**src/rtl/ptw_pkg.sv**
```systemverilog
package ptw_pkg;
  localparam int VA_W   = 32;
  localparam int PA_W   = 36;
  localparam int WORD_W = 32;
  localparam int CTX_W  = 4;
  localparam int LVL_W  = 2;
  localparam int IDX_W  = 8;
  localparam int PPN_LO = 8;
  localparam int B_CACHE = 7;
  localparam int B_MOD   = 6;
  localparam int B_REF   = 5;
  localparam int PERM_LO = 2;
  localparam int LAST_LVL = 3;

  typedef enum logic [1:0] {TE_INVALID = 2'd0, TE_POINTER = 2'd1,
                            TE_ENTRY = 2'd2, TE_RESERVED = 2'd3} tentry_e;
  typedef enum logic [2:0] {FC_NONE = 3'd0, FC_INVALID = 3'd1, FC_RESERVED = 3'd2,
                            FC_DEEP_PTR = 3'd3, FC_PROT = 3'd4} fault_e;
  typedef enum logic [2:0] {ST_IDLE, ST_RD, ST_RDW, ST_WR, ST_WRW} walk_st_e;
endpackage

```
**src/rtl/ptw_perm.sv**
```systemverilog
module ptw_perm (
  input  logic [2:0] code,
  input  logic       user,
  input  logic       wr,
  input  logic       ex,
  output logic       allow
);
  logic rd_ok, wr_ok, ex_ok;
  always_comb begin
    if (user) begin
      rd_ok = code inside {3'd0, 3'd1, 3'd2, 3'd3, 3'd5};
      wr_ok = code inside {3'd1, 3'd3};
      ex_ok = code inside {3'd2, 3'd3, 3'd4};
    end else begin
      rd_ok = (code != 3'd4);
      wr_ok = code inside {3'd1, 3'd3, 3'd5, 3'd7};
      ex_ok = code inside {3'd2, 3'd3, 3'd4, 3'd6, 3'd7};
    end
    allow = ex ? ex_ok : (wr ? wr_ok : rd_ok);
  end
endmodule

```
**src/rtl/ptw_pa.sv**
```systemverilog
module ptw_pa
  import ptw_pkg::*;
(
  input  logic [WORD_W-PPN_LO-1:0] ppn,
  input  logic [VA_W-1:0]          va,
  input  logic [LVL_W-1:0]         lvl,
  output logic [PA_W-1:0]          pa
);
  always_comb begin
    case (lvl)
      2'd0:    pa = {ppn[23:20], va};
      2'd1:    pa = {ppn[23:12], va[23:0]};
      2'd2:    pa = {ppn[23:6],  va[17:0]};
      default: pa = {ppn,        va[11:0]};
    endcase
  end
endmodule

```
**src/rtl/ptw_next.sv**
```systemverilog
module ptw_next
  import ptw_pkg::*;
(
  input  logic [WORD_W-3:0]  desc_hi,
  input  logic [VA_W-1:0]    va,
  input  logic [LVL_W-1:0]   lvl_next,
  output logic [PA_W-1:0]    addr
);
  localparam int BASE_PAD = PA_W - (WORD_W - 2);
  localparam int IDX_PAD  = PA_W - IDX_W - 2;
  logic [IDX_W-1:0] idx;
  always_comb begin
    case (lvl_next)
      2'd1:    idx = va[31:24];
      2'd2:    idx = {2'b00, va[23:18]};
      default: idx = {2'b00, va[17:12]};
    endcase
    addr = {desc_hi, {BASE_PAD{1'b0}}} + {{IDX_PAD{1'b0}}, idx, 2'b00};
  end
endmodule

```
**src/rtl/tbl_walker.sv**
```systemverilog
module tbl_walker
  import ptw_pkg::*;
(
  input  logic              clk,
  input  logic              rst,
  input  logic              req_valid,
  output logic              req_ready,
  input  logic [VA_W-1:0]   req_vaddr,
  input  logic [CTX_W-1:0]  req_ctx,
  input  logic              req_write,
  input  logic              req_exec,
  input  logic              req_user,
  input  logic [PA_W-1:6]   ctx_table_base,
  output logic              mem_req,
  output logic              mem_we,
  output logic [PA_W-1:0]   mem_addr,
  output logic [WORD_W-1:0] mem_wdata,
  input  logic              mem_ack,
  input  logic [WORD_W-1:0] mem_rdata,
  output logic              walk_done,
  output logic              walk_fault,
  output logic [2:0]        fault_code,
  output logic [LVL_W-1:0]  fault_level,
  output logic [PA_W-1:0]   phys_addr,
  output logic              phys_cacheable
);
  walk_st_e          state;
  logic [LVL_W-1:0]  lvl;
  logic [VA_W-1:0]   va_q;
  logic              user_q, wr_q, ex_q;
  logic [PA_W-1:0]   cur_addr;
  logic [WORD_W-1:0] pte_new;

  tentry_e           rtype;
  logic [LVL_W-1:0]  lvl_nx;
  logic [PA_W-1:0]   nxt_addr;
  logic [PA_W-1:0]   pa_w;
  logic              allow;
  logic [WORD_W-1:0] upd;

  assign rtype  = tentry_e'(mem_rdata[1:0]);
  assign lvl_nx = lvl + 2'd1;
  assign upd    = mem_rdata | (WORD_W'(1) << B_REF)
                | ((wr_q && !ex_q) ? (WORD_W'(1) << B_MOD) : '0);

  ptw_next u_next (.desc_hi(mem_rdata[WORD_W-1:2]), .va(va_q), .lvl_next(lvl_nx), .addr(nxt_addr));
  ptw_pa   u_pa   (.ppn(mem_rdata[WORD_W-1:PPN_LO]), .va(va_q), .lvl(lvl), .pa(pa_w));
  ptw_perm u_perm (.code(mem_rdata[PERM_LO+2:PERM_LO]), .user(user_q), .wr(wr_q),
                   .ex(ex_q), .allow(allow));

  assign req_ready = (state == ST_IDLE) && !walk_done && !walk_fault;
  assign mem_req   = (state == ST_RD) || (state == ST_WR);
  assign mem_we    = (state == ST_WR);
  assign mem_addr  = cur_addr;
  assign mem_wdata = pte_new;

  always_ff @(posedge clk) begin
    if (rst) begin
      state <= ST_IDLE; lvl <= '0; va_q <= '0; user_q <= 1'b0; wr_q <= 1'b0; ex_q <= 1'b0;
      cur_addr <= '0; pte_new <= '0; walk_done <= 1'b0; walk_fault <= 1'b0;
      fault_code <= FC_NONE; fault_level <= '0; phys_addr <= '0; phys_cacheable <= 1'b0;
    end else begin
      walk_done  <= 1'b0;
      walk_fault <= 1'b0;
      case (state)
        ST_IDLE: if (req_valid && req_ready) begin
          va_q <= req_vaddr; user_q <= req_user; wr_q <= req_write; ex_q <= req_exec;
          cur_addr <= {ctx_table_base, req_ctx, 2'b00};
          lvl <= '0;
          state <= ST_RD;
        end
        ST_RD: state <= ST_RDW;
        ST_RDW: if (mem_ack) begin
          case (rtype)
            TE_POINTER: if (lvl == LVL_W'(LAST_LVL)) begin
              walk_fault <= 1'b1; fault_code <= FC_DEEP_PTR; fault_level <= lvl; state <= ST_IDLE;
            end else begin
              cur_addr <= nxt_addr; lvl <= lvl_nx; state <= ST_RD;
            end
            TE_ENTRY: if (!allow) begin
              walk_fault <= 1'b1; fault_code <= FC_PROT; fault_level <= lvl; state <= ST_IDLE;
            end else begin
              phys_addr <= pa_w; phys_cacheable <= mem_rdata[B_CACHE]; pte_new <= upd;
              if (upd != mem_rdata) state <= ST_WR;
              else begin walk_done <= 1'b1; state <= ST_IDLE; end
            end
            TE_INVALID: begin
              walk_fault <= 1'b1; fault_code <= FC_INVALID; fault_level <= lvl; state <= ST_IDLE;
            end
            default: begin
              walk_fault <= 1'b1; fault_code <= FC_RESERVED; fault_level <= lvl; state <= ST_IDLE;
            end
          endcase
        end
        ST_WR: state <= ST_WRW;
        ST_WRW: if (mem_ack) begin walk_done <= 1'b1; state <= ST_IDLE; end
        default: state <= ST_IDLE;
      endcase
    end
  end

  // outcome pulses are exclusive
  assert_pulse_excl_R9: assert property (@(posedge clk) disable iff (rst)
    !(walk_done && walk_fault));
  // no memory traffic while a new request could be accepted
  assert_busy_mem_R9: assert property (@(posedge clk) disable iff (rst)
    mem_req |-> !req_ready);
  // walker reopens right after an outcome pulse
  assert_reopen_R9: assert property (@(posedge clk) disable iff (rst)
    (walk_done || walk_fault) |=> req_ready);
  // every write-back carries the referenced bit
  assert_wb_ref_R6: assert property (@(posedge clk) disable iff (rst)
    (mem_req && mem_we) |-> mem_wdata[B_REF]);
  // pointer-at-last-level fault is only reported at level 3
  assert_deep_ptr_R4: assert property (@(posedge clk) disable iff (rst)
    (walk_fault && fault_code == FC_DEEP_PTR) |-> fault_level == 2'd3);
  // user access to codes 6 and 7 always faults
  assert_user_none_R5: assert property (@(posedge clk) disable iff (rst)
    (state == ST_RDW && mem_ack && mem_rdata[1:0] == 2'd2 && user_q && mem_rdata[4:3] == 2'b11)
    |=> (walk_fault && fault_code == FC_PROT));
endmodule

```
**config.mk**
```make
export PLATFORM = sky130hd
export DESIGN_NAME = tbl_walker
export DESIGN_NICKNAME = d
export VERILOG_FILES = /design/src/rtl/ptw_pkg.sv /design/src/rtl/ptw_perm.sv /design/src/rtl/ptw_pa.sv /design/src/rtl/ptw_next.sv /design/src/rtl/tbl_walker.sv
export SDC_FILE = /design/constraint.sdc
export NUM_CORES = 1
export LEC_CHECK = 0
export CORE_MARGIN = 3
export CORE_UTILIZATION = 42
export CTS_CLUSTER_DIAMETER = 80
export DETAILED_ROUTE_END_ITERATION = 16
export GPL_TIMING_DRIVEN = 1
export PLACE_DENSITY_LB_ADDON = 0.25
export SLEW_MARGIN = 20
export SYNTH_ARGS = -nofsm -noshare
export SYNTH_HDL_FRONTEND = slang
export SYNTH_SLANG_ARGS = --single-unit
```
**constraint.sdc**
```tcl
create_clock -name clk -period 3.1 [get_ports clk]
set_input_delay 0.93 -clock clk [delete_from_list [all_inputs] [get_ports clk]]
set_output_delay 0.93 -clock clk [all_outputs]
set_load 0.02 [all_outputs]
```
# After elaboration in Yosys (flattened, before gate mapping)
# Index checks and enable logic that the tools add are counted.
[word_totals] regBits=152 in_bits=105 out_inout_bits=115 wordCells=111
[classes] add_sub_neg=2 eq_ne=27 n_mux=41 bitwise=3 reduce_logical=24
[ops] op="2-to-1 mux 36 bit" count=4
[ops] op="case mux 32 bit (3 select lines)" count=1
[ops] op="case mux 36 bit (2 select lines)" count=1
[ops] op="adder 36 x 10 -> 36 bit" count=1
[ops] op="!= test 32 bit" count=1
[ops] op="OR 32 x 7 -> 32 bit" count=1
[ops] op="2-to-1 mux 2 bit" count=8
[ops] op="case mux 8 bit (2 select lines)" count=1
[ops] op="equality test 3 bit (second input constant)" count=5
[ops] op="2-to-1 mux 3 bit" count=5
[ops] op="case mux 3 bit (5 select lines)" count=1
[ops] op="2-to-1 mux 1 bit" count=13
[ops] op="equality test 3 x 2 -> 1 bit (second input constant)" count=4
[ops] op="!= test 2 bit (second input constant)" count=5
[ops] op="nonzero test 5 bit" count=2
[ops] op="case mux 3 bit (3 select lines)" count=1
[ops] op="equality test 2 bit (second input constant)" count=4
[ops] op="case mux 2 bit (2 select lines)" count=2
[ops] op="AND reduction 4 bit" count=2
[ops] op="2-to-1 mux 7 bit" count=1
[ops] op="equality test 2 x 1 -> 1 bit (second input constant)" count=3
[ops] op="equality test 3 x 1 -> 1 bit (second input constant)" count=2
[ops] op="zero test 3 bit" count=2
[ops] op="case mux 3 bit (2 select lines)" count=1
[ops] op="other kinds (16)" count=26

# Longest topological paths before layout
[logic_depth] depth_word=10 mapped_depth=16

# By module
# From an unflattened synthesis, not the netlist that was laid out.
[hier_totals] cells_unflattened=868 area_unflattened_um2=7257.0
[by_module_without_submodules] module="tbl_walker" n_inst=1 cells_per_inst=694 area_each_um2=5871.9 seq_area_each_um2=3022.9
[by_module_without_submodules] module="ptw_next" n_inst=1 cells_per_inst=126 area_each_um2=923.4 seq_area_each_um2=0.0
[by_module_without_submodules] module="ptw_pa" n_inst=1 cells_per_inst=39 area_each_um2=406.6 seq_area_each_um2=0.0
[by_module_without_submodules] module="ptw_perm" n_inst=1 cells_per_inst=9 area_each_um2=55.1 seq_area_each_um2=0.0

# Least setup slack after synthesis
# No wires, ideal clock.
[synth_timing] kind="register to register" start="reg lvl[1]" end="reg cur_addr[12], in the netlist mem_addr[12]" setup_time_ps=87 t_arrival_ps=3198 required_time_ps=3013 path_slack_ps=-185 path_stages_with_launch=17 path_buffers=3 cell_sequence="dfxtp_1 > clkbuf_1 > inv_1 > ha_1 > clkbuf_1 > nor2_1 > nand2_1 > nand2_1 > ha_1 > inv_1 > fa_1 > nor2b_1 > o21a_1 > clkbuf_1 > o211ai_1 > mux2i_1 > o31ai_1"
[synth_via] elab_chain_cells=8
[synth_lines] item="start, declared" line_no="tbl_walker.sv:28" text="logic [LVL_W-1:0] lvl;"
[synth_lines] item="start signal, assigned" line_no="tbl_walker.sv:59" text="state <= ST_IDLE; lvl <= '0; va_q <= '0; user_q <= 1'b0; wr_q <= 1'b0; ex_q <= 1'b0;"
[synth_lines] item="start signal, assigned" line_no="tbl_walker.sv:69" text="lvl <= '0;"
[synth_lines] item="start signal, assigned" line_no="tbl_walker.sv:78" text="cur_addr <= nxt_addr; lvl <= lvl_nx; state <= ST_RD;"
[synth_lines] item="adder 2 x 1 -> 2 bit" line_no="tbl_walker.sv:42" text="assign lvl_nx = lvl + 2'd1;"
[synth_lines] item="equality test 2 bit / equality test 2 x 1 -> 1 bit (equally long branches)" line_no="ptw_next.sv:13" text="case (lvl_next)"
[synth_lines] item="case mux 8 bit (2 select lines)" line_no="ptw_next.sv:13"
[synth_lines] item="adder 36 x 10 -> 36 bit" line_no="ptw_next.sv:18" text="addr = {desc_hi, {BASE_PAD{1'b0}}} + {{IDX_PAD{1'b0}}, idx, 2'b00};"
[synth_lines] item="2-to-1 mux 36 bit" line_no="tbl_walker.sv:75" text="TE_POINTER: if (lvl == LVL_W'(LAST_LVL)) begin"
[synth_lines] item="2-to-1 mux 36 bit" line_no="tbl_walker.sv:74" text="case (rtype)"
[synth_lines] item="2-to-1 mux 36 bit" line_no="tbl_walker.sv:73" text="ST_RDW: if (mem_ack) begin"
[synth_lines] item="case mux 36 bit (2 select lines)" line_no="tbl_walker.sv:65" text="case (state)"
[synth_lines] item="end signal, assigned" line_no="tbl_walker.sv:68" text="cur_addr <= {ctx_table_base, req_ctx, 2'b00};"
[synth_lines] item="end, declared" line_no="tbl_walker.sv:31" text="logic [PA_W-1:0] cur_addr;"
# Several ways; a longest one is shown, not always the timed one. The select of a mux whose other input is x is not followed.
# A chain may end at the register's enable or synchronous reset.

# Worst setup path in the final report
[layout_timing] start="in mem_rdata[2]" end="reg cur_addr[28], in the netlist mem_addr[28]"
[layout_via] elab_chain_cells=5
[layout_lines] item="start, declared" line_no="tbl_walker.sv:19" text="input logic [WORD_W-1:0] mem_rdata,"
[layout_lines] item="adder 36 x 10 -> 36 bit" line_no="ptw_next.sv:18"
[layout_lines] item="2-to-1 mux 36 bit" line_no="tbl_walker.sv:75"
[layout_lines] item="2-to-1 mux 36 bit" line_no="tbl_walker.sv:74"
[layout_lines] item="2-to-1 mux 36 bit" line_no="tbl_walker.sv:73"
[layout_lines] item="case mux 36 bit (2 select lines)" line_no="tbl_walker.sv:65"
# No other way between the ends. The select of a mux whose other input is x is not followed.

==> impl_results.html <==
<table>
<tr><th>Metric</th><th>Value</th></tr>
<tr><th colspan="2">Worst setup path</th></tr>
<tr><td>Endpoint of the lowest-slack register-to-register path</td><td>mem_addr[17]</td></tr>
<tr><td>Capturing element of the worst setup path</td><td>mem_addr[28]</td></tr>
<tr><td>Worst EP arrival</td><td>roughly 3.2 ns</td></tr>
<tr><td>Required @ worst endpoint</td><td>3.39 ns</td></tr>
<tr><td>CP startpoint kind</td><td>primary input</td></tr>
<tr><td>Cell count of the worst reg-to-reg path</td><td>11</td></tr>
<tr><td>Reg2reg start</td><td>lvl[1]</td></tr>
<tr><td>Kind of end point of the critical path</td><td>register</td></tr>
<tr><td>Startpoint of the most critical setup path</td><td>mem_rdata[2]</td></tr>
<tr><td>Critical path peak fanout</td><td>7</td></tr>
<tr><td>Critical path class</td><td>in2reg</td></tr>
<tr><td>Worst reg-to-reg setup slack</td><td>0.21 ns</td></tr>
<tr><th colspan="2">Final layout</th></tr>
<tr><td>Antenna cells</td><td>0</td></tr>
<tr><td>Nets</td><td>approximately 1200</td></tr>
<tr><td>Share of layout cells above drive strength 1</td><td>0.106</td></tr>
<tr><td>Area growth from synthesis to final layout</td><td>46.8%</td></tr>
<tr><td>Post-Route Utilization</td><td>0.642</td></tr>
<tr><td>Filler Cell Count</td><td>~1400</td></tr>
<tr><th colspan="2">CTS</th></tr>
<tr><td>Number of clock sinks</td><td>about 150</td></tr>
<tr><td>Post-CTS Repair Setup Buffers</td><td>0</td></tr>
<tr><td>Reg clk slew, reported paths</td><td>~0.06 ns</td></tr>
<tr><td>Cts-stage hold buffer count</td><td>0</td></tr>
<tr><td>Total clock buffers created by CTS</td><td>17</td></tr>
<tr><td>TritonCTS clock tree</td><td>done</td></tr>
<tr><td>Buffer type at the clock tree root</td><td>clkbuf_16</td></tr>
<tr><td>Number of buffers between clock root and the deepest sink</td><td>2</td></tr>
<tr><td>PostCTS Resize Cnt</td><td>0</td></tr>
<tr><td>Clk Latency, worst-skew pair</td><td>between 0.4 and 0.5 ns</td></tr>
<tr><td>Maximum level of the CTS H-tree</td><td>4</td></tr>
<tr><th colspan="2">Global route</th></tr>
<tr><td>Global route overflow</td><td>0</td></tr>
<tr><td>Antenna violations before repair</td><td>0</td></tr>
<tr><td>Overall Global Routing Usage</td><td>0.256</td></tr>
<tr><td>Wire length of the first global-routing pass</td><td>roughly 36 mm</td></tr>
<tr><td>Vias in the first global route</td><td>between 6000 and 7000</td></tr>
<tr><td>Maximum number of pins on one net before global-route repair</td><td>88</td></tr>
<tr><th colspan="2">Logic synthesis</th></tr>
<tr><td>Cells after synthesis</td><td>about 840</td></tr>
<tr><td>Most frequent cell after synthesis</td><td>nand2_1</td></tr>
<tr><td>Leading post-synthesis cells by instance count</td><td>nand2_1, dfxtp_1, a21oi_1</td></tr>
<tr><td>Yosys reg bits</td><td>between 100 and 150</td></tr>
<tr><td>Mapped Area</td><td>just under 7000 sq um</td></tr>
<tr><td>Number of enable flip-flop cells after synthesis</td><td>0</td></tr>
<tr><td>Fraction of the yosys area taken by sequential cells</td><td>0.427</td></tr>
<tr><td>Library cell with the largest summed area after synthesis</td><td>dfxtp_1</td></tr>
<tr><td>Number of distinct library cells after synthesis</td><td>between 60 and 70</td></tr>
<tr><td>Area contributors post-synth</td><td>dfxtp_1, nand2_1, a21oi_1</td></tr>
<tr><td>Share of flip-flops with an asynchronous set or reset after synthesis</td><td>0</td></tr>
<tr><td>Number of warnings reported in the yosys synthesis log</td><td>0</td></tr>
<tr><td>Most used flip-flop cell after synthesis</td><td>dfxtp_1</td></tr>
<tr><td>Share of the synthesized area in the top cell type</td><td>0.427</td></tr>
<tr><td>Average cell area after synthesis</td><td>between 8 and 9 sq um</td></tr>
<tr><th colspan="2">STA</th></tr>
<tr><td>Actual slew at the worst max-slew pin</td><td>roughly 0.96 ns</td></tr>
<tr><td>Final number of max-transition violations</td><td>0</td></tr>
<tr><td>Endpoints failing setup</td><td>0</td></tr>
<tr><td>Fmax</td><td>roughly 340 MHz</td></tr>
<tr><td>Minimum period implied by the final worst setup slack</td><td>2.90 ns</td></tr>
<tr><td>Max transition margin</td><td>0.361</td></tr>
<tr><td>Sum Neg Setup Slack</td><td>0 ns</td></tr>
<tr><td>Final period utilization</td><td>0.935</td></tr>
<tr><td>Clock Skew</td><td>about 0.0062 ns</td></tr>
<tr><td>Hold Worst Slack</td><td>roughly 0.45 ns</td></tr>
<tr><td>Final Hold Viols</td><td>0</td></tr>
<tr><td>Setup repair after global routing missed its margin</td><td>false</td></tr>
<tr><th colspan="2">Floorplan</th></tr>
<tr><td>Initial Util</td><td>0.437</td></tr>
<tr><td>I/O pin cnt</td><td>between 200 and 250</td></tr>
<tr><td># rows</td><td>45</td></tr>
<tr><td>Core Region</td><td>around 16000 sq um</td></tr>
<tr><td>Full die area</td><td>approximately 18000 sq um</td></tr>
<tr><td>Die extent in x</td><td>about 130 um</td></tr>
<tr><td>Chip Height</td><td>between 100 and 150 um</td></tr>
<tr><th colspan="2">Placement</th></tr>
<tr><td>Final weighted congestion in routability-driven placement</td><td>about 0.84</td></tr>
<tr><td>Half-perimeter wire length of the detailed placement result</td><td>16.9 mm</td></tr>
<tr><td>Number of buffers inserted by port buffering</td><td>217</td></tr>
<tr><th colspan="2">Drt</th></tr>
<tr><td>Number of nets with antenna violations after detailed routing</td><td>0</td></tr>
<tr><td>Total wirelength of the detailed-routed design</td><td>between 20 and 25 mm</td></tr>
<tr><td>Router iterations before antenna repair</td><td>5</td></tr>
<tr><td>Detailed-route via count</td><td>6980</td></tr>
<tr><td>Wirelength per Cell</td><td>between 15 and 20 um</td></tr>
<tr><td>Violation count after the first detailed-route iteration</td><td>approximately 540</td></tr>
<tr><td>DRC violation count after routing</td><td>0</td></tr>
<tr><td>Via density</td><td>5.43</td></tr>
<tr><th colspan="2">Run status</th></tr>
<tr><td>Run status</td><td>finished, final reports clean</td></tr>
<tr><th colspan="2">Flow run</th></tr>
<tr><td>Max-Cap Viols</td><td>0</td></tr>
<tr><th colspan="2">Pwr</th></tr>
<tr><td>Max rail drop VDD</td><td>between 0.3 and 0.4 mV</td></tr>
<tr><td>Leakage power summed over all cells</td><td>between 3 and 4 nW</td></tr>
<tr><td>Total power per unit cell area</td><td>approximately 680 nW/um^2</td></tr>
<tr><th colspan="2">Hold path</th></tr>
<tr><td>Tightest Hold Check Type</td><td>reg2reg</td></tr>
</table>
## cell usage in the layout, fill, tap and decap left out, drive strengths merged, types with 8 or more instances in the layout
cell	synthesis	layout
dfxtp	145	145
a21oi	104	104
ha	12	12
nor3	12	12
xor2	17	17
clkdlybuf4s50	0	216
o22ai	12	12
clkbuf	34	23
mux2i	9	9
o21ai	22	22
nand2	188	188
nor2	43	43
a211oi	14	14
a211o	9	9
and3	40	40
o211ai	8	8
buf	38	61
nand3	25	25
inv	10	11
a221oi	8	8
## metrics by stage
stage	instance area, sq um	power (mW)	setup WS (ns)	std cells
3_3_place_gp	9340	4.55	-0.117	1255
3_5_place_dp	9340	4.58	-0.175	1255
5_1_grt	9970	7.07	0.0222	1286
4_1_cts	9970	6.75	0.145	1286
6_report	9970	6.74	0.201	1286
2_1_floorplan	6800	3.61	0.0817	839
## report_power, final
part	internal (mW)	total, mW	switching (mW)	leakage, nW
logic	0.939	2.23	1.29	2.32
registers	2.14	2.34	0.199	1.18
clock network	1.39	2.17	0.779	0.308
## area by class of cell
| class | count | area (sq um) | share of cell area |
|---|---|---|---|
| clock buffers | 23 | 508 | 0.0509 |
| clock inverters | 8 | 124 | 0.0124 |
| inverters | 10 | 37.5 | 0.00376 |
| multi-input cells | 612 | 3480 | 0.349 |
| flip-flops and latches | 145 | 2900 | 0.291 |
| well taps | 211 | 264 | 0.0265 |
| repair buffers | 277 | 2660 | 0.266 |
## registers in the layout, indices dropped and copies added (netlist names)
register,flops
ex_q,1
fault_code,3
fault_level,2
lvl,2
mem_addr,34
mem_wdata,29
phys_addr,35
state,3
user_q,1
va_q,32
walk_done,1
walk_fault,1
wr_q,1
## kinds of logic after synthesis
group,Yosys count,share of synthesized area
AND/OR/NAND/NOR,351,0.242
AO/OA/AOI/OAI,219,0.206
flip-flops,145,0.427
buffers and inverters,82,0.0624
XOR/XNOR,18,0.0232
adder cells (fa/ha/maj),13,0.0250
multiplexers,9,0.0133
other,1,0.000552
## worst min-delay path by stage
stage                              from            end  cells past startpoint
final                     mem_wdata[27]  mem_wdata[27]                      2
after global routing      mem_wdata[18]  mem_wdata[18]                      2
after CTS                      va_q[10]  phys_addr[10]                      2
after detailed placement       va_q[10]  phys_addr[10]                      2
after global placement          va_q[9]   phys_addr[9]                      2
after floorplan                 va_q[0]   phys_addr[0]                      2
## layer usage
layer	up-vias	track usage	share of wire	wire, um
met3	35	0.0578	0.083	1930
met2	312	0.416	0.46	10700
met4	0	0.0846	0.024	554
met1	3241	0.338	0.43	10100
met5	-	0	0	0
li1	3392	-	-	-
## critical path: stages
cell	delay [ns]
clkdlybuf4s50_1	0.57
ha_1	0.21
inv_1	0.06
fa_1	0.38
nor2b_1	0.17
o21a_1	0.28
buf_4	0.20
o2111ai_1	0.13
xor2_1	0.17
o22ai_1	0.10
Note: power is estimated with default switching activity, not from simulation.
